[src/rtl/gf11_poly_scaler.sv]
module gf11_poly_scaler #(
  parameter int M = 11,
  parameter int T = 27,
  parameter logic [M-1:0] FIELD_LOW = 11'h005
) (
  input  logic           clk,
  input  logic           rst_n,
  input  logic           in_valid,
  input  logic           shift_mode,
  input  logic [M-1:0]   scalar,
  input  logic [T*M-1:0] poly_b,
  input  logic [T*M-1:0] goppa_low,
  output logic           out_valid,
  output logic [T*M-1:0] poly_c
);

  localparam int W  = T * M;
  localparam int PW = 2 * M - 1;
  localparam logic [PW-1:0] RED = PW'({1'b1, FIELD_LOW});

  function automatic logic [M-1:0] gf_mul(input logic [M-1:0] x, input logic [M-1:0] y);
    logic [PW-1:0] p;
    p = '0;
    for (int i = 0; i < M; i++)
      if (y[i]) p = p ^ (PW'(x) << i);
    for (int k = PW - 1; k >= M; k--)
      if (p[k]) p = p ^ (RED << (k - M));
    return p[M-1:0];
  endfunction

  logic [M-1:0] top_coef;
  logic [M-1:0] op_x;
  logic [W-1:0] next_c;

  assign top_coef = poly_b[W-1 -: M];
  assign op_x     = shift_mode ? top_coef : scalar;

  for (genvar i = 0; i < T; i++) begin : g_bank
    logic [M-1:0] op_y;
    logic [M-1:0] carry_in;
    assign op_y = shift_mode ? goppa_low[i*M +: M] : poly_b[i*M +: M];
    if (i == 0) begin : g_low
      assign carry_in = '0;
    end else begin : g_up
      assign carry_in = shift_mode ? poly_b[(i-1)*M +: M] : '0;
    end
    assign next_c[i*M +: M] = gf_mul(op_x, op_y) ^ carry_in;
  end

  always_ff @(posedge clk or negedge rst_n) begin
    if (!rst_n) begin
      out_valid <= 1'b0;
      poly_c    <= '0;
    end else begin
      out_valid <= in_valid;
      if (in_valid) poly_c <= next_c;
    end
  end

  p_valid_latency_r3: assert property (@(posedge clk) disable iff (!rst_n)
    in_valid |=> out_valid);

  p_idle_hold_r4: assert property (@(posedge clk) disable iff (!rst_n)
    !in_valid |=> ($stable(poly_c) && !out_valid));

  p_zero_scalar_r5: assert property (@(posedge clk) disable iff (!rst_n)
    (in_valid && !shift_mode && scalar == '0) |=> (poly_c == '0));

  p_plain_shift_r7: assert property (@(posedge clk) disable iff (!rst_n)
    (in_valid && shift_mode && top_coef == '0) |=>
      (poly_c == {$past(poly_b[W-M-1:0]), {M{1'b0}}}));

  p_unit_scalar_r8: assert property (@(posedge clk) disable iff (!rst_n)
    (in_valid && !shift_mode && scalar == M'(1)) |=> (poly_c == $past(poly_b)));

  p_top_into_g_r6: assert property (@(posedge clk) disable iff (!rst_n)
    (in_valid && shift_mode && top_coef == M'(1)) |=>
      (poly_c == ({$past(poly_b[W-M-1:0]), {M{1'b0}}} ^ $past(goppa_low))));

endmodule

[config.mk]
export PLATFORM = sky130hd
export DESIGN_NAME = gf11_poly_scaler
export DESIGN_NICKNAME = d
export VERILOG_FILES = /design/src/rtl/gf11_poly_scaler.sv
export SDC_FILE = /design/constraint.sdc
export NUM_CORES = 2
export LEC_CHECK = 0
export BUFFER_PORTS_ARGS = -buffer_cell sky130_fd_sc_hd__buf_4
export CAP_MARGIN = 20
export CORE_ASPECT_RATIO = 1.5
export CORE_MARGIN = 3
export CORE_UTILIZATION = 50
export CTS_BUF_LIST = sky130_fd_sc_hd__clkbuf_16
export DETAILED_ROUTE_END_ITERATION = 8
export PLACE_DENSITY_LB_ADDON = 0.3
export SLEW_MARGIN = 20
export SYNTH_ARGS = -nofsm -noshare
export SYNTH_HDL_FRONTEND = slang
export SYNTH_SLANG_ARGS = --single-unit
[constraint.sdc]
create_clock -name clk -period 0.9 [get_ports clk]
set_input_delay 0.135 -clock clk [delete_from_list [all_inputs] [get_ports clk]]
set_output_delay 0.135 -clock clk [all_outputs]
set_load 0.02 [all_outputs]
==> run summary <==
WL met3 -> 51.5 mm
Hold Path Class -> primary input to flip-flop
post-detail-place hpwl -> 290 mm
placed cell areas -> 0.0912 mm^2
row cnt -> 162
Slew headroom -> 0.260
H-Tree Level Count -> 2
vias in the first global route -> 78000
worst slew pin tran -> 1110 ps
CTS tree -> yes
synth-to-layout area growth -> 51.1%
post-synthesis register bit count -> 298
failing checks -> negative setup slack
Max Slew Vio Count -> 0
Net Switching -> 96.8 mW
Vias -> 80600
DR WL met2 -> 163 mm
share of cells above drive strength 1 -> 0.352
Worst-path clk slew -> 80 ps
Arrival @ worst endpoint -> 2930 ps
met1 wire length -> 119 mm
Setup CP Type -> primary input to flip-flop
syn nets -> 9474
Crit path top cell by count -> buf_12
Crit Path Max Fanout -> 11
combinational share of power -> 0.789
routed wire length -> 387 mm
total grt overflow -> 0
synth warn -> 0
CP bufs+invs -> 6
CTS Buf Count -> 39
clock latency on the worst-skew pair -> 660 ps
largest area contributor in the netlist -> xnor2_1
Async SR Flop Fraction -> 1.00
RSZ-0062 raised after global routing -> yes
dpl cells -> 13000
Net Sw Frac -> 0.462
delay-heaviest family, CP -> XOR/XNOR gates
Die Ht -> 450 um
proportion of power drawn by the clock network -> 0.085
slowest stage delay, CP -> 440 ps
WP data required -> 1490 ps
largest net degree at the start of global routing -> 45
Int Power -> 113 mW
fin nets -> 12300
wire per inst -> 28.7 um
outcome -> complete, but fails checks
prevailing post-synth register cell -> dfrtp_1
crit start category -> primary input
Post-Syn Area -> 0.0657 mm^2
Design Area, Final -> 0.0992 mm^2
RD Place Congestion -> 1.11
Yosys cell types -> 48
Worst Skew -> 0 ps
Slowest cell on crit path -> xnor3_1
I/O pins -> 907
post-route DRC violation count -> 0
ranking of synthesized cells by area -> xnor2_1 28%, nor2_1 17%, xor2_1 12%
Power Density -> 2110 mW/mm^2
clock root buffer -> clkbuf_16
die area -> 0.136 mm^2
Max Clock Freq -> 0.428 GHz
DIE WIDTH -> 302 um
sequential share of the synthesized area -> 0.114
number of synthesized flops with an enable pin -> 0
initial DRC count -> 10400
drt first pass iters -> 8
LEAKAGE -> 46.2 nW
top layer in use -> met5
initial antenna violation count -> 68
top-count cell post-synth -> nor2_1
fin worst setup slack -> -1440 ps
Clock Sinks -> 298
Critical Path Sink Type -> flip-flop
register share of total power -> 0.126
period utilization -> 2.60
Tot GR Track Use -> 0.541
Core ar. -> 0.130 mm^2
most instantiated cells after synthesis -> 3051 x nor2_1, 2074 x xnor2_1, 866 x xor2_1, 416 x nand2_1, 341 x buf_2
critical path, cell by cell -> buf_16 -> buf_12 -> mux2i_4 -> buf_6 -> buf_12 -> buf_12 -> nor2_1 -> xnor2_1 -> xnor3_1 -> buf_4 -> xnor3_1 -> mux2_2
Post-Syn Instances -> 8865
minimum clock period -> 2340 ps
share of the synthesized area in the top cell type -> 0.277
Syn Area/Cell -> 7.41 um^2
clk buf depth -> 3
Fin. Hold Viols -> 0
port buffer count -> 906
vias per cell -> 5.99
Finished Layout Cells -> 13500
Initial Utilization -> 0.505
Peak VDD IR -> 2.52 mV
final setup violation count -> 601
ANT nets after route -> 0
max cap viols -> 0
first-pass GRT wire length -> 536 mm
-- power by group through the flow --
stage          Sequential [mW]  Combinational (mW)  Clock (mW)
6_report                  26.5                 165        17.8
5_1_grt                   26.8                 171        18.2
4_1_cts                   26.1                 155        17.8
3_5_place_dp              26.1                 150           0
3_3_place_gp              26.0                 148           0
2_1_floorplan             32.4                79.3           0
-- layout by cell type, fill, tap and decap left out, drive strengths merged, types with 3 or more instances in the layout --
cell / instances
diode: 60
bufinv: 5
o31ai: 3
a21oi: 149
mux2: 160
and3b: 8
nand2: 416
bufbuf: 15
xor2: 866
a211o: 12
nor2: 3052
o211a: 13
mux2i: 318
and2: 8
a2bb2oi: 3
buf: 3360
clkinvlp: 5
inv: 13
a211oi: 13
o211ai: 14
dlygate4sd3: 6
clkinv: 10
xnor3: 241
nand3: 94
clkbuf: 57
a22oi: 56
o22ai: 5
and3: 11
dfrtp: 298
nor2b: 92
o21ai: 104
xnor2: 2087
a32oi: 164
nand3b: 7
-- state kept, by name (all words and copies together), names as in the netlist --
register and cells:
out_valid 1, poly_c 297
-- layer usage --
layer,up-vias,GRT usage
met3,2691,0.220
met2,6591,0.807
met1,37700,0.553
met5,-,0
met4,26,0.565
li1,33700,-
-- area by class of cell --
cell class                 instances  area, um^2
clock buffer                      39         976
multi-input combinational       7904       57600
fill                            9522       30900
antenna                           60         150
sequential                       298        7460
tap                             1722        2150
clock inverter                    32         340
inverter                           1        3.75
timing repair buffer            3399       30500
-- worst paths after layout --
check	from	endpoint	slack [ps]	depth (start not counted)
max	shift_mode	poly_c[126]$_DFFE_PN0P_	-1440	12
max reg2reg	poly_c[95]$_DFFE_PN0P_	poly_c[95]$_DFFE_PN0P_	-100	1
min reg2reg	poly_c[269]$_DFFE_PN0P_	poly_c[269]$_DFFE_PN0P_	510	1
min	poly_b[243]	poly_c[254]$_DFFE_PN0P_	20	5
min in group asynchronous	rst_n	poly_c[174]$_DFFE_PN0P_	180	3
max in group asynchronous	rst_n	poly_c[76]$_DFFE_PN0P_	-90	3
-- tightest hold or removal path: cells and delay by family --
| family | cells | cell delay [ps] |
|---|---|---|
| AND/OR/NAND/NOR | 1 | 80 |
| XOR/XNOR | 2 | 240 |
| buffers and inverters | 1 | 130 |
| AO/OA/AOI/OAI | 1 | 60 |
-- what timing repair did --
action                                 in CTS  in global routing
buffers inserted                           96                153
pin swaps                                 143                252
hold buffers                                6                  0
setup endpoints to repair                 595                601
gates resized for setup                   304                373
cloned                                     31                 18
endpoints found under the hold margin     305                  0
-- kinds of logic after synthesis --
logic type | Yosys count | synth area share
buffers and inverters | 663 | 0.0533
flip-flops | 298 | 0.114
XOR/XNOR | 3194 | 0.478
AO/OA/AOI/OAI | 542 | 0.0562
multiplexers | 478 | 0.0808
AND/OR/NAND/NOR | 3690 | 0.218
-- metrics by stage --
step	setup WS (ps)	util	power (mW)	setup TNS (ps)	hold WS, ps
3_5_place_dp	-2310	0.701	176	-593640	17.5
4_1_cts	-1290	0.736	199	-475410	2.02
2_1_floorplan	-1760	-	112	-489170	-161
5_1_grt	-1470	0.762	216	-518150	37.8
6_report	-1440	0.762	210	-501300	16.9
3_3_place_gp	-2320	0.701	174	-588060	14.8
(Power assumes the default switching activity.)
